File: src/rtl/vtg_pkg.sv
package vtg_pkg;
  localparam int HW = 12;
  localparam int VW = 11;

  typedef enum logic [1:0] {
    MODE_HD  = 2'd0,
    MODE_SD  = 2'd1,
    MODE_PC  = 2'd2,
    MODE_PC2 = 2'd3
  } mode_e;

  typedef struct packed {
    mode_e          mode;
    logic           interlace;
    logic [2:0]     pol;
    logic [HW-1:0]  h_total;
    logic [HW-1:0]  hs_start;
    logic [HW-1:0]  hs_width;
    logic [HW-1:0]  h_act_start;
    logic [HW-1:0]  h_act_end;
    logic [HW-1:0]  eq_width;
    logic [HW-1:0]  serr_width;
    logic [HW-1:0]  hs_dly;
    logic [VW-1:0]  f1_lines;
    logic [VW-1:0]  f2_lines;
    logic [VW-1:0]  frame_lines;
    logic [VW-1:0]  vs_start;
    logic [VW-1:0]  vs_lines;
    logic [VW-1:0]  v_act_start;
    logic [VW-1:0]  v_act_end;
    logic [VW-1:0]  eq_lines;
    logic [VW-1:0]  vs_dly;
  } cfg_t;
endpackage

File: src/rtl/vtg_shadow.sv
module vtg_shadow import vtg_pkg::*; (
  input  logic clk_i,
  input  logic rst_ni,
  input  cfg_t cfg_i,
  input  logic frame_end_i,
  output cfg_t cfg_o,
  output logic valid_o
);
  always_ff @(posedge clk_i or negedge rst_ni) begin
    if (!rst_ni) begin
      cfg_o   <= '0;
      valid_o <= 1'b0;
    end else if (!valid_o || frame_end_i) begin
      cfg_o   <= cfg_i;
      valid_o <= 1'b1;
    end
  end
endmodule

File: src/rtl/vtg_counter.sv
module vtg_counter import vtg_pkg::*; (
  input  logic          clk_i,
  input  logic          rst_ni,
  input  cfg_t          cfg_i,
  input  logic          valid_i,
  input  logic          slave_i,
  input  logic          hs_in_i,
  input  logic          vs_in_i,
  input  logic          fid_in_i,
  output logic [HW-1:0] hcnt_o,
  output logic [VW-1:0] vcnt_o,
  output logic          field_o,
  output logic          frame_end_o,
  output logic          hs_rise_o,
  output logic          vs_rise_o,
  output logic          lock_lost_o
);
  logic          hs_q, vs_q;
  logic          line_end, field_end;
  logic [VW-1:0] cur_lines;
  logic [HW-1:0] h_n;
  logic [VW-1:0] v_n;
  logic          f_n;
  logic [VW:0]   lines_since;

  assign hs_rise_o   = hs_in_i & ~hs_q;
  assign vs_rise_o   = vs_in_i & ~vs_q;
  assign cur_lines   = field_o ? cfg_i.f2_lines : cfg_i.f1_lines;
  assign line_end    = valid_i && (hcnt_o == cfg_i.h_total - HW'(1));
  assign field_end   = line_end && (vcnt_o == cur_lines - VW'(1));
  assign frame_end_o = field_end && (!cfg_i.interlace || field_o);

  always_comb begin
    h_n = line_end ? '0 : hcnt_o + HW'(1);
    v_n = vcnt_o;
    f_n = field_o;
    if (field_end) begin
      v_n = '0;
      f_n = cfg_i.interlace & ~field_o;
    end else if (line_end) begin
      v_n = vcnt_o + VW'(1);
    end
    // external edges override free-run values
    if (slave_i && hs_rise_o) h_n = cfg_i.hs_dly;
    if (slave_i && vs_rise_o) begin
      v_n = cfg_i.vs_dly;
      f_n = cfg_i.interlace & fid_in_i;
    end
  end

  always_ff @(posedge clk_i or negedge rst_ni) begin
    if (!rst_ni) begin
      hs_q    <= 1'b0;
      vs_q    <= 1'b0;
      hcnt_o  <= '0;
      vcnt_o  <= '0;
      field_o <= 1'b0;
    end else begin
      hs_q <= hs_in_i;
      vs_q <= vs_in_i;
      if (valid_i) begin
        hcnt_o  <= h_n;
        vcnt_o  <= v_n;
        field_o <= f_n;
      end
    end
  end

  always_ff @(posedge clk_i or negedge rst_ni) begin
    if (!rst_ni) begin
      lines_since <= '0;
      lock_lost_o <= 1'b0;
    end else begin
      if (!slave_i || vs_rise_o) lines_since <= '0;
      else if (line_end && lines_since != '1) lines_since <= lines_since + 1'b1;
      if (slave_i && line_end && !vs_rise_o && lines_since >= {1'b0, cfg_i.frame_lines})
        lock_lost_o <= 1'b1;
    end
  end
endmodule

File: src/rtl/vtg_decode.sv
module vtg_decode import vtg_pkg::*; (
  input  cfg_t          cfg_i,
  input  logic [HW-1:0] hcnt_i,
  input  logic [VW-1:0] vcnt_i,
  input  logic          field_i,
  output logic          hs_o,
  output logic          vs_o,
  output logic          cs_o,
  output logic          fid_o,
  output logic          de_o
);
  logic [HW:0]   h, half, hs_end, eq_end, h_serr, tot;
  logic [VW+1:0] v, vs_beg, vs_end, pre_beg, post_end;
  logic          hs_raw, vs_raw, pre_eq, post_eq, eq_pulse, notch, cs_raw;

  always_comb begin
    h        = {1'b0, hcnt_i};
    tot      = {1'b0, cfg_i.h_total};
    half     = tot >> 1;
    hs_end   = {1'b0, cfg_i.hs_start} + {1'b0, cfg_i.hs_width};
    eq_end   = half + {1'b0, cfg_i.eq_width};
    h_serr   = h + {1'b0, cfg_i.serr_width};
    v        = {2'b0, vcnt_i};
    vs_beg   = {2'b0, cfg_i.vs_start};
    vs_end   = vs_beg + {2'b0, cfg_i.vs_lines};
    pre_beg  = v + {2'b0, cfg_i.eq_lines};
    post_end = vs_end + {2'b0, cfg_i.eq_lines};

    hs_raw   = (h >= {1'b0, cfg_i.hs_start}) && (h < hs_end);
    vs_raw   = (v >= vs_beg) && (v < vs_end);
    pre_eq   = (pre_beg >= vs_beg) && (v < vs_beg);
    post_eq  = (v >= vs_end) && (v < post_end);
    eq_pulse = (h < {1'b0, cfg_i.eq_width}) || ((h >= half) && (h < eq_end));
    notch    = ((h_serr >= half) && (h < half)) || (h_serr >= tot);

    unique case (cfg_i.mode)
      MODE_HD: cs_raw = vs_raw ? ~notch : hs_raw;
      MODE_SD: cs_raw = vs_raw ? ~notch : ((pre_eq || post_eq) ? eq_pulse : hs_raw);
      default: cs_raw = hs_raw | vs_raw;
    endcase

    hs_o  = hs_raw ^ cfg_i.pol[0];
    vs_o  = vs_raw ^ cfg_i.pol[1];
    cs_o  = cs_raw ^ cfg_i.pol[2];
    fid_o = field_i;
    de_o  = (hcnt_i >= cfg_i.h_act_start) && (hcnt_i < cfg_i.h_act_end) &&
            (vcnt_i >= cfg_i.v_act_start) && (vcnt_i < cfg_i.v_act_end);
  end
endmodule

File: src/rtl/vtg_core.sv
module vtg_core import vtg_pkg::*; (
  input  logic          clk_i,
  input  logic          rst_ni,
  input  logic [1:0]    mode_i,
  input  logic          interlace_i,
  input  logic          slave_i,
  input  logic [2:0]    pol_i,
  input  logic [HW-1:0] h_total_i,
  input  logic [HW-1:0] hs_start_i,
  input  logic [HW-1:0] hs_width_i,
  input  logic [HW-1:0] h_act_start_i,
  input  logic [HW-1:0] h_act_end_i,
  input  logic [HW-1:0] eq_width_i,
  input  logic [HW-1:0] serr_width_i,
  input  logic [HW-1:0] hs_dly_i,
  input  logic [VW-1:0] f1_lines_i,
  input  logic [VW-1:0] f2_lines_i,
  input  logic [VW-1:0] frame_lines_i,
  input  logic [VW-1:0] vs_start_i,
  input  logic [VW-1:0] vs_lines_i,
  input  logic [VW-1:0] v_act_start_i,
  input  logic [VW-1:0] v_act_end_i,
  input  logic [VW-1:0] eq_lines_i,
  input  logic [VW-1:0] vs_dly_i,
  input  logic          hs_in_i,
  input  logic          vs_in_i,
  input  logic          fid_in_i,
  output logic          hs_o,
  output logic          vs_o,
  output logic          cs_o,
  output logic          fid_o,
  output logic          de_o,
  output logic          lock_lost_o
);
  cfg_t          cfg_live, cfg_q;
  logic          cfg_valid, frame_end, hs_rise, vs_rise, field;
  logic [HW-1:0] hcnt;
  logic [VW-1:0] vcnt;

  always_comb begin
    cfg_live             = '0;
    cfg_live.mode        = mode_e'(mode_i);
    cfg_live.interlace   = interlace_i;
    cfg_live.pol         = pol_i;
    cfg_live.h_total     = h_total_i;
    cfg_live.hs_start    = hs_start_i;
    cfg_live.hs_width    = hs_width_i;
    cfg_live.h_act_start = h_act_start_i;
    cfg_live.h_act_end   = h_act_end_i;
    cfg_live.eq_width    = eq_width_i;
    cfg_live.serr_width  = serr_width_i;
    cfg_live.hs_dly      = hs_dly_i;
    cfg_live.f1_lines    = f1_lines_i;
    cfg_live.f2_lines    = f2_lines_i;
    cfg_live.frame_lines = frame_lines_i;
    cfg_live.vs_start    = vs_start_i;
    cfg_live.vs_lines    = vs_lines_i;
    cfg_live.v_act_start = v_act_start_i;
    cfg_live.v_act_end   = v_act_end_i;
    cfg_live.eq_lines    = eq_lines_i;
    cfg_live.vs_dly      = vs_dly_i;
  end

  vtg_shadow u_shadow (
    .clk_i, .rst_ni, .cfg_i(cfg_live), .frame_end_i(frame_end),
    .cfg_o(cfg_q), .valid_o(cfg_valid)
  );

  vtg_counter u_cnt (
    .clk_i, .rst_ni, .cfg_i(cfg_q), .valid_i(cfg_valid), .slave_i,
    .hs_in_i, .vs_in_i, .fid_in_i,
    .hcnt_o(hcnt), .vcnt_o(vcnt), .field_o(field), .frame_end_o(frame_end),
    .hs_rise_o(hs_rise), .vs_rise_o(vs_rise), .lock_lost_o
  );

  vtg_decode u_dec (
    .cfg_i(cfg_q), .hcnt_i(hcnt), .vcnt_i(vcnt), .field_i(field),
    .hs_o, .vs_o, .cs_o, .fid_o, .de_o
  );
endmodule

File: config.mk
export PLATFORM = sky130hd
export DESIGN_NAME = vtg_core
export DESIGN_NICKNAME = d
export VERILOG_FILES = /design/src/rtl/vtg_pkg.sv /design/src/rtl/vtg_shadow.sv /design/src/rtl/vtg_counter.sv /design/src/rtl/vtg_decode.sv /design/src/rtl/vtg_core.sv
export SDC_FILE = /design/constraint.sdc
export NUM_CORES = 1
export LEC_CHECK = 0
export CAP_MARGIN = 5
export CORE_ASPECT_RATIO = 0.9
export CORE_MARGIN = 2
export CORE_UTILIZATION = 60
export DETAILED_ROUTE_END_ITERATION = 6
export PLACE_DENSITY = 0.85
export SLEW_MARGIN = 5
export SYNTH_ARGS = -nofsm -noshare
export SYNTH_HDL_FRONTEND = slang
export SYNTH_SLANG_ARGS = --single-unit
export TNS_END_PERCENT = 50
File: constraint.sdc
create_clock -name clk_i -period 13.1 [get_ports clk_i]
set_clock_uncertainty 0.05 [all_clocks]
set_input_delay 2.62 -clock clk_i [delete_from_list [all_inputs] [get_ports clk_i]]
set_output_delay 2.62 -clock clk_i [all_outputs]
set_load 0.05 [all_outputs]
==> results of run 1 <==
stage by stage:
stage	setup slack [ns]	total power, W	hold slack (ns)	std cells
finish	3.177	0.003451	0.4369	2316
global route	2.870	0.003706	0.4506	2316
CTS	3.213	0.003446	0.4378	2314
floorplan	4.818	0.002126	0.4297	1682
global placement	4.073	0.002501	0.4183	2265
detailed placement	3.868	0.002599	0.4236	2265
kinds of logic (layout without fill, tap and decap cells):
logic type | count (synthesis) | after routing
buffers and inverters | 192 | 421
other | 1 | 3
and+or+nand+nor | 311 | 311
muxes | 215 | 215
AOI/OAI and AO/OA | 367 | 367
xor gates and xnor gates | 97 | 97
adders and majority gates | 258 | 258
DFF | 241 | 241
path summary, 6_finish.rpt:
| path | end | cells after the start | start | slack (ns) |
|---|---|---|---|---|
| max | cs_o | 21 | u_shadow.cfg_o[55] | 3.18 |
| min | u_cnt.lock_lost_o | 1 | u_cnt.lock_lost_o | 0.44 |
| max reg2reg | u_shadow.cfg_o[186] | 10 | u_shadow.cfg_o[185] | 8.02 |
| min reg2reg | u_cnt.lock_lost_o | 1 | u_cnt.lock_lost_o | 0.44 |
| max in group asynchronous | u_shadow.cfg_o[70] | 3 | rst_ni | 8.73 |
| min in group asynchronous | u_shadow.cfg_o[37] | 1 | rst_ni | 2.07 |
state kept, by name, indices dropped and copies added, names as in the netlist:
signal             count
u_shadow.valid_o       1
u_shadow.cfg_o       201
u_cnt.vs_q             1
u_cnt.field_o          1
u_cnt.lock_lost_o      1
u_cnt.lines_since     12
u_cnt.hcnt_o          12
u_cnt.vcnt_o          11
u_cnt.hs_q             1
placed cells by master (no fill, tap or decap), types with 7 or more instances in the layout:
cell type / instances
a211oi_1: 10
a21o_1: 40
a21oi_1: 98
a22o_1: 11
a31oi_1: 10
and3_1: 21
buf_4: 13
clkbuf_16: 27
clkbuf_8: 8
clkdlybuf4s50_1: 211
dfrtp_1: 241
ha_1: 252
inv_1: 146
mux2_2: 11
mux2_4: 190
mux2i_1: 14
nand2_1: 41
nand2b_1: 24
nand3_1: 33
nand4_1: 14
nor2_1: 78
nor2b_1: 17
nor3_1: 31
nor4_1: 8
o2111ai_1: 13
o21a_1: 16
o21ai_0: 76
o21bai_1: 10
o22ai_1: 10
o31ai_1: 7
or3_1: 8
or4_1: 9
xnor2_1: 58
xor2_1: 39
area by class of cell:
cell class / instances / share of cell area, %
inverters: 146 / 2.534
diodes: 2 / 0.02314
repair buffers: 226 / 10.38
clock buffers: 38 / 3.685
clock inverters: 11 / 0.7636
multi-input cells: 1249 / 52.40
well taps: 403 / 2.331
flip-flops and latches: 241 / 27.88
power breakdown:
group / internal (W) / leakage, nW / total (W) / switching [W]
logic: 0.000782 / 7.12 / 0.00162 / 0.000841
clock network: 0.000502 / 0.480 / 0.000824 / 0.000323
registers: 0.000832 / 2.84 / 0.00100 / 0.000172
total: 0.00212 / 10.4 / 0.00345 / 0.00134
per-layer routing:
layer | up-vias | track usage [%] | share of wire [%]
met1 | 6762 | 37.73 | 44
met5 | - | 0 | 0
met2 | 377 | 49.71 | 49
met4 | 0 | 9.072 | 3.0
li1 | 6571 | - | -
met3 | 91 | 3.557 | 4.6
worst max-delay path, cell delays in order (launching register included):
cell	delay (ns)
dfrtp_1	0.42
ha_1	0.24
fa_1	0.43
a21o_1	0.19
a21oi_1	0.21
xnor2_1	0.20
ha_1	0.33
and3_1	0.20
a2111oi_0	0.73
a21oi_1	0.26
a31o_2	0.33
xnor2_1	0.13
ha_1	0.31
a21oi_1	0.14
o21ai_0	0.10
a211oi_1	0.32
a311oi_1	0.10
a2111o_1	0.45
a221o_1	0.36
a31o_2	0.23
xor2_1	0.12
clkdlybuf4s50_1	0.89
==> run_results.csv, run 1 <==
group,metric,value,unit
synthesis,synthFlopType,"dfrtp_1",
clock_tree,holdBufCountCts,0,
timing,min_period,9.923,ns
clock_tree,cts_resized,0,
timing,rsz0062_at_grt,"false",
floorplan,rows,60,
clock_tree,cts_tree,"built",
synthesis,synth_cell_type_count,74,
global_routing,grt_antenna_before_repair,2,
synthesis,synth.top_cells.by_area,"dfrtp_1, ha_1, mux2_4, inv_1, xnor2_1",
synthesis,synth_top_family_by_area,"adder cells",
detailed_routing,remaining_drc_errors,0,
worst_setup_path,crit_arrival,7.25,ns
synthesis,synth_nets,2147,
power,p_leak,10.44,nW
detailed_routing,ant_nets,0,
synthesis,yosysWarnings,0,
synthesis,synthArstFlopShare,100.0,%
synthesis,synth_xor_area_share,4.659,%
finish,drive_gt1_share,14.55,%
global_routing,grt_first_pass_wirelength,74130,um
finish,area_growth,18.61,%
worst_setup_path,crit_fanout,5,
timing,fin_setup_tns,0,ns
placed_design,hpwlAfterDp,33240,um
detailed_routing,viasPerCell,5.959,
synthesis,yosysMostFrequentCell,"ha_1",
global_routing,grt_max_degree,139,
worst_setup_path,critPathCaptureType,"output port",
placed_design,gp_congestion,0.8941,
floorplan,dieHeight,169.4,um
global_routing,first_global_vias,14400,
min_path,min_path_type,"register to register",
floorplan,core-area,29880,sq um
synthesis,syn_avg_cell_area,10.84,sq um
clock_tree,clkSinkCount,241,
clock_tree,cts_htree_levels,1,
floorplan,num_io_pins,213,
synthesis,synth_simple_gate_area_share,9.037,%
job,max-cap-violations,0,
clock_tree,clk_path_buf_depth,3,
clock_tree,insertion_delay,0.55,ns
timing,report.final.slew_viol_count,0,
detailed_routing,post_drt_wl_per_cell,19.67,um
power,power_per_cell_area,159.6,nW/um^2
worst_setup_path,crit_type,"register to output port",
synthesis,synthAdderAreaFrac,17.95,%
placed_design,placed_cell_area,20660,sq um
synthesis,synth_edf_count,0,
timing,worst_pin_slew,1.254,ns
clock_tree,numCtsBuffers,27,
finish,postLayoutCoreUtil,72.39,%
finish,seqCellArea,6031,sq um
synthesis,synth_seq_cells,241,
finish,fillers,2138,
outcome,status,"completed",
floorplan,die_x,187.8,um
synthesis,synth_commonest_cells,"ha_1, dfrtp_1, mux2_4",
timing,final_hold_viol_count,0,
placed_design,io_buffers,212,
synthesis,synth_compound_area_share,13.33,%
power,ir_worst_vdd,111.5,uV
floorplan,start_util,61.03,%
synthesis,yosysSeqAreaShare,33.07,%
synthesis,synth_area,18230,sq um
detailed_routing,vias,13800,
global_routing,grt.overflow.total,0,
synthesis,yosysTopAreaCell,"dfrtp_1",
floorplan,die_area,31800,sq um
synthesis,yosysTopAreaCellShare,33.07,%
worst_setup_path,startpoint_type,"register",
finish,final_area,21630,sq um
timing,finalSetupViolations,0,
clock_tree,cts-root-buf,"clkbuf_16",
timing,period_share,75.75,%
timing,slew-limit-headroom,16.41,%
detailed_routing,drtIter0Drc,876,
synthesis,syn_inst,1682,
timing,fmax,100.8,MHz
finish,nNetsFinal,2356,
global_routing,track_usage,28.72,%
synthesis,synthMuxAreaShare,17.09,%
clock_tree,cts.clk_slew.worst_paths,0.07,ns
worst_setup_path,required,10.43,ns
detailed_routing,dr.pass1.iters,7,
finish,multi_input_area,11330,sq um
detailed_routing,routed_wl,45560,um
clock_tree,post-cts-setup-buffers,0,
Note: power is estimated with default switching activity, not from simulation.
==> inputs of run 2 (changes only) <==
- CORE_UTILIZATION: 60 -> 52
- PLACE_DENSITY: 0.85 -> 0.78
- clock period: 13.1 -> 8.75 ns (I/O delays scaled with it)
==> run 2 against run 1 <==
Final cell count rose by 2.9%. Largest power group unchanged. Combinational power rose by 48%. Global-route usage fell by 4.5 points. Clock power rose by 47%. First-iteration DRC count fell by 28%. Flip-flop and latch count did not move. Critical endpoint unchanged.
==> run_results.csv, run 2 (synthesis gave the netlist of run 1 again) <==
group,metric,value,unit
outcome,status,"completed",
worst_setup_path,max_stage_delay,0.64,ns
clock_tree,cts_htree_levels,1,
timing,period_share,95.96,%
worst_setup_path,crit_slowest_cell,"a2111oi_1",
finish,largest_register_ffs,201,
power,ir_worst_vdd,161.7,uV
detailed_routing,post_drt_wl_per_cell,18.51,um
timing,worst_pin_slew,1.151,ns
global_routing,track_usage,24.26,%
placed_design,hpwlAfterDp,32760,um
global_routing,first_global_vias,13850,
floorplan,rows,65,
worst_setup_path,startpoint_type,"register",
timing,slew-limit-headroom,22.66,%
worst_setup_path,required,6.95,ns
floorplan,core-area,34810,sq um
placed_design,gp_congestion,0.8642,
clock_tree,numCtsBuffers,28,
clock_tree,post-cts-setup-buffers,0,
finish,nNetsFinal,2358,
finish,largestRegisters,"u_shadow.cfg_o (201), u_cnt.hcnt_o (12), u_cnt.lines_since (12)",
finish,regMostFlops,"u_shadow.cfg_o",
finish,final_area,21710,sq um
clock_tree,clk_path_buf_depth,3,
detailed_routing,vias,13600,
finish,drive_gt1_share,14.38,%
global_routing,grt.overflow.total,0,
worst_setup_path,crit_buf_inv,1,
detailed_routing,viasPerCell,5.703,
worst_setup_path,crit_type,"register to output port",
global_routing,grt_first_pass_wirelength,72190,um
finish,area_growth,19.08,%
power,p_leak,10.44,nW
worst_setup_path,crit_fanout,5,
worst_setup_path,path_cells,"ha_1 > fa_1 > a21o_1 > a21oi_1 > xnor2_1 > ha_1 > and3_1 > a2111oi_1 > a21oi_1 > a31o_2 > xnor2_1 > ha_1 > a21oi_1 > o21ai_0 > a211oi_1 > a311oi_1 > a2111o_1 > a221o_1 > a31o_2 > xor2_1 > dlymetal6s2s_1",
clock_tree,cts_tree,"built",
timing,fin_setup_tns,0,ns
global_routing,grt_max_degree,123,
detailed_routing,dr.pass1.iters,5,
floorplan,dieHeight,181.7,um
floorplan,die_x,201.4,um
power,p_total,0.005104,W
clock_tree,clkSinkCount,241,
job,max-cap-violations,0,
finish,fillers,2886,
timing,final_hold_viol_count,0,
clock_tree,insertion_delay,0.56,ns
timing,finalSetupViolations,0,
finish,final_common_cell,"ha_1",
detailed_routing,ant_nets,0,
timing,rsz0062_at_grt,"false",
timing,min_period,8.396,ns
floorplan,die_area,36580,sq um
timing,fmax,119.1,MHz
global_routing,grt_antenna_before_repair,3,
worst_setup_path,crit_arrival,6.60,ns
detailed_routing,drtIter0Drc,627,
worst_setup_path,critPathCaptureType,"output port",
finish,postLayoutCoreUtil,62.38,%
detailed_routing,remaining_drc_errors,0,
clock_tree,cts.clk_slew.worst_paths,0.06,ns
clock_tree,holdBufCountCts,0,
min_path,min_path_type,"register to register",
worst_setup_path,crit_family,"compound AO/OA/AOI/OAI gates",
clock_tree,cts-root-buf,"clkbuf_16",
placed_design,placed_cell_area,20760,sq um
detailed_routing,routed_wl,44130,um
floorplan,num_io_pins,213,
floorplan,start_util,52.39,%
timing,report.final.slew_viol_count,0,
placed_design,io_buffers,212,
finish,final_cell_mix,"ha_1, dfrtp_1, clkdlybuf4s50_1",
power,power_per_cell_area,235.0,nW/um^2
run 2: changes by cell type in the layout (fill, tap and decap cells not counted), sizes merged:
cell,change
dlymetal6s2s,+1
clkbuf,+3
clkdlybuf4s50,-1
diode,+1
buf,+1
bufinv,-1
inv,-2
run 2: power breakdown:
group          total, W  switching, W  internal (W)
registers       0.00150      0.000254       0.00125
logic           0.00239       0.00123       0.00116
clock network   0.00121      0.000480      0.000732
total           0.00510       0.00196       0.00314
run 2: worst paths after layout:
kind,start,end,slack [ns],cells past startpoint
setup / recovery,u_shadow.cfg_o[55],cs_o,0.35,21
hold / removal,u_cnt.lock_lost_o,u_cnt.lock_lost_o,0.44,1
setup reg to reg,u_shadow.cfg_o[184],u_shadow.cfg_o[195],3.82,10
hold reg to reg,u_cnt.lock_lost_o,u_cnt.lock_lost_o,0.44,1
max in group asynchronous,rst_ni,u_shadow.cfg_o[132],6.26,2
min in group asynchronous,rst_ni,u_shadow.cfg_o[82],1.21,1
run 2: what timing repair did:
action / 4_1_cts / 5_1_grt
setup endpoints to repair: 1 / 1
resized for setup: 1 / 1
endpoints found under the hold margin: 0 / 0
run 2: area by class of cell:
type,count,area [sq um],share of cell area (%)
inverters,146,548.0,2.524
clock inverters,8,118.9,0.5474
well taps,469,586.8,2.702
clock buffers,41,820.8,3.780
multi-input cells,1249,11330,52.20
diodes,3,7.507,0.03457
repair buffers,227,2267,10.44
flip-flops and latches,241,6031,27.77
run 2: metrics by stage:
step                      hold WS (ns)  std cells  setup slack [ns]
after global placement          0.4214       2332            0.5543
final                           0.4422       2384            0.3539
after detailed placement        0.4228       2332            0.4976
after CTS                       0.4448       2381          0.008364
after floorplan                 0.4297       1682             1.338
after global routing            0.4738       2384           0.01891
run 2: layer usage:
layer / part of all wire (%) / wire, um / global-route usage [%]
met1: 45 / 19910 / 32.31
met2: 47 / 20940 / 40.58
met3: 4.1 / 1813 / 3.643
met4: 3.3 / 1460 / 8.059
met5: 0 / 0 / 0
==> inputs of run 3 (changes only) <==
- CELL_PAD_IN_SITES_DETAIL_PLACEMENT: not set -> 0
- CELL_PAD_IN_SITES_GLOBAL_PLACEMENT: not set -> 1
- CORE_UTILIZATION: 52 -> 41
- PLACE_DENSITY: 0.78 -> not set
- PLACE_DENSITY_LB_ADDON: not set -> 0.1
==> run 3 against run 2 <==
Clock-buffer cell count rose by 4. Critical path type unchanged. Critical path depth did not move. Setup slack gained 0.30 ns. Critical endpoint unchanged. Sequential share of layout area decreased by 0.20 points. Fmax grew 3.7%. Wire length increased by 6.1%. First-iteration DRC count increased by 0.32%. Register-to-register slack gained 0.05 ns. Final cell count rose by 5.4%. Combinational power about the same.
==> run_results.csv, run 3 (synthesis gave the netlist of run 1 again) <==
group,metric,value,unit
worst_setup_path,path_cells,"ha_1 > fa_1 > a21o_1 > a21oi_1 > xnor2_1 > ha_1 > and3_1 > a2111oi_1 > a21oi_1 > a31o_2 > xnor2_1 > ha_1 > a21oi_1 > o21ai_0 > a211oi_1 > a311oi_1 > a2111o_1 > a221o_1 > a31o_2 > xor2_1 > buf_4",
clock_tree,cts_tree,"built",
finish,area_growth,19.96,%
worst_setup_path,startpoint_type,"register",
worst_setup_path,crit_arrival,6.29,ns
finish,fillers,4035,
finish,drive_gt1_share,14.43,%
finish,final_area,21870,sq um
clock_tree,cts_resized,0,
finish,nNetsFinal,2363,
worst_setup_path,crit_start,"u_shadow.cfg_o[55]",
finish,seqCellArea,6031,sq um
worst_setup_path,ff2ff_setup_slack,3.87,ns
timing,finalSetupViolations,0,
power,p_total,0.005076,W
clock_tree,cts_htree_levels,1,
placed_design,gp_congestion,0.8404,
worst_setup_path,r2r-end,"u_shadow.cfg_o[40]",
job,max-cap-violations,0,
placed_design,pre_cts_ws,1.069,ns
floorplan,core-area,44020,sq um
global_routing,grt_first_pass_wirelength,74990,um
timing,fin_setup_tns,0,ns
timing,fin_ws,0.6569,ns
timing,slew-limit-headroom,25.58,%
finish,multi_input_area,11330,sq um
worst_setup_path,crit_buf_inv,1,
finish,largestRegisters,"u_shadow.cfg_o (201), u_cnt.hcnt_o (12), u_cnt.lines_since (12)",
detailed_routing,dr.pass1.iters,5,
clock_tree,insertion_delay,0.58,ns
timing,hold_slack,0.4403,ns
global_routing,grt.overflow.total,0,
clock_tree,holdBufCountCts,0,
placed_design,hpwlAfterDp,34440,um
clock_tree,clk_path_buf_depth,3,
worst_setup_path,cp-endpoint,"cs_o",
worst_setup_path,crit_family,"compound AO/OA/AOI/OAI gates",
placed_design,placed_cell_area,20950,sq um
clock_tree,post-cts-setup-buffers,0,
worst_setup_path,crit_fanout,5,
worst_setup_path,r2r-start,"u_shadow.cfg_o[184]",
worst_setup_path,required,6.95,ns
floorplan,rows,73,
timing,period_share,92.49,%
detailed_routing,vias,13180,
outcome,status,"completed",
floorplan,start_util,41.42,%
global_routing,first_global_vias,13490,
worst_setup_path,crit_slowest_cell,"a2111oi_1",
timing,min_period,8.093,ns
clock_tree,clkSinkCount,241,
detailed_routing,ant_nets,0,
floorplan,die_area,46180,sq um
floorplan,num_io_pins,213,
floorplan,dieHeight,204.1,um
clock_tree,cts-root-buf,"clkbuf_16",
detailed_routing,viasPerCell,5.244,
detailed_routing,remaining_drc_errors,0,
global_routing,grt_max_degree,138,
clock_tree,numCtsBuffers,30,
finish,diodes,0,
placed_design,io_buffers,212,
finish,final_cell_mix,"ha_1, dfrtp_1, clkdlybuf4s50_1",
global_routing,track_usage,20.49,%
worst_setup_path,crit_type,"register to output port",
finish,final_common_cell,"ha_1",
worst_setup_path,critPathCaptureType,"output port",
detailed_routing,post_drt_wl_per_cell,18.63,um
power,power_per_cell_area,232.0,nW/um^2
finish,regMostFlops,"u_shadow.cfg_o",
detailed_routing,routed_wl,46820,um
worst_setup_path,max_stage_delay,0.63,ns
timing,final_hold_viol_count,0,
global_routing,grt_antenna_before_repair,0,
timing,worst_pin_slew,1.112,ns
worst_setup_path,worst-path-stages,21,
worst_setup_path,reg2regPathDepth,10,
timing,rsz0062_at_grt,"false",
clock_tree,cts.clk_slew.worst_paths,0.06,ns
power,ir_worst_vdd,166.7,uV
floorplan,die_x,226.3,um
finish,largest_register_ffs,201,
power,p_leak,10.43,nW
timing,fmax,123.6,MHz
min_path,min_path_type,"register to register",
timing,report.final.slew_viol_count,0,
detailed_routing,drtIter0Drc,629,
## run 3: cell types whose count changed in the layout (fill, tap and decap cells not counted), moves of 2 or more
cell / previous run / this run
clkinv_2: 4 / 0
diode_2: 3 / 0
buf_4: 13 / 17
clkbuf_16: 29 / 31
bufinv_16: 3 / 1
## run 3: per-layer routing
| metal | track usage [%] | share of wire [%] |
|---|---|---|
| met1 | 28.16 | 47 |
| met5 | 0 | 0 |
| met4 | 4.370 | 2.1 |
| met2 | 34.20 | 47 |
| met3 | 2.976 | 3.8 |
## run 3: power by group
| part | total [W] | internal, W | switching (W) |
|---|---|---|---|
| Sequential | 0.00152 | 0.00125 | 0.000272 |
| Clock | 0.00120 | 0.000715 | 0.000484 |
| Combinational | 0.00236 | 0.00115 | 0.00121 |
## run 3: stage by stage
step | util [%] | instances
after floorplan | - | 1682
after global placement | 47.58 | 2466
after detailed placement | 47.58 | 2466
after CTS | 49.68 | 2513
after global routing | 49.69 | 2513
final | 49.69 | 2513
## run 3: worst min-delay path by stage
stage,cells after the start,end,slack [ns],startpoint
detailed placement,1,u_cnt.lock_lost_o,0.44,u_cnt.lock_lost_o
global placement,1,u_cnt.lock_lost_o,0.43,u_cnt.lock_lost_o
CTS,1,u_cnt.lock_lost_o,0.45,u_cnt.lock_lost_o
global route,1,u_shadow.cfg_o[154],0.47,u_shadow.cfg_o[154]
floorplan,1,u_shadow.cfg_o[199],0.43,u_shadow.cfg_o[199]
finish,1,u_cnt.lock_lost_o,0.44,u_cnt.lock_lost_o
## run 3: worst register-to-register path: stages, from the launching register on
cell      delay [ns]
dfrtp_1         0.50
nor4_1          0.84
nor3_1          0.11
o32ai_1         0.35
a21oi_1         0.15
o211ai_1        0.71
nor4_4          0.21
a21boi_4        0.23
buf_12          0.47
buf_4           0.75
mux2_4          0.41
## run 3: cell type report
class	count	share of cell area [%]
Multi-Input combinational cell	1249	51.82
Sequential cell	241	27.57
Timing Repair Buffer	230	10.44
Clock buffer	45	4.061
Tap cell	600	3.432
Inverter	146	2.505
Clock inverter	2	0.1716
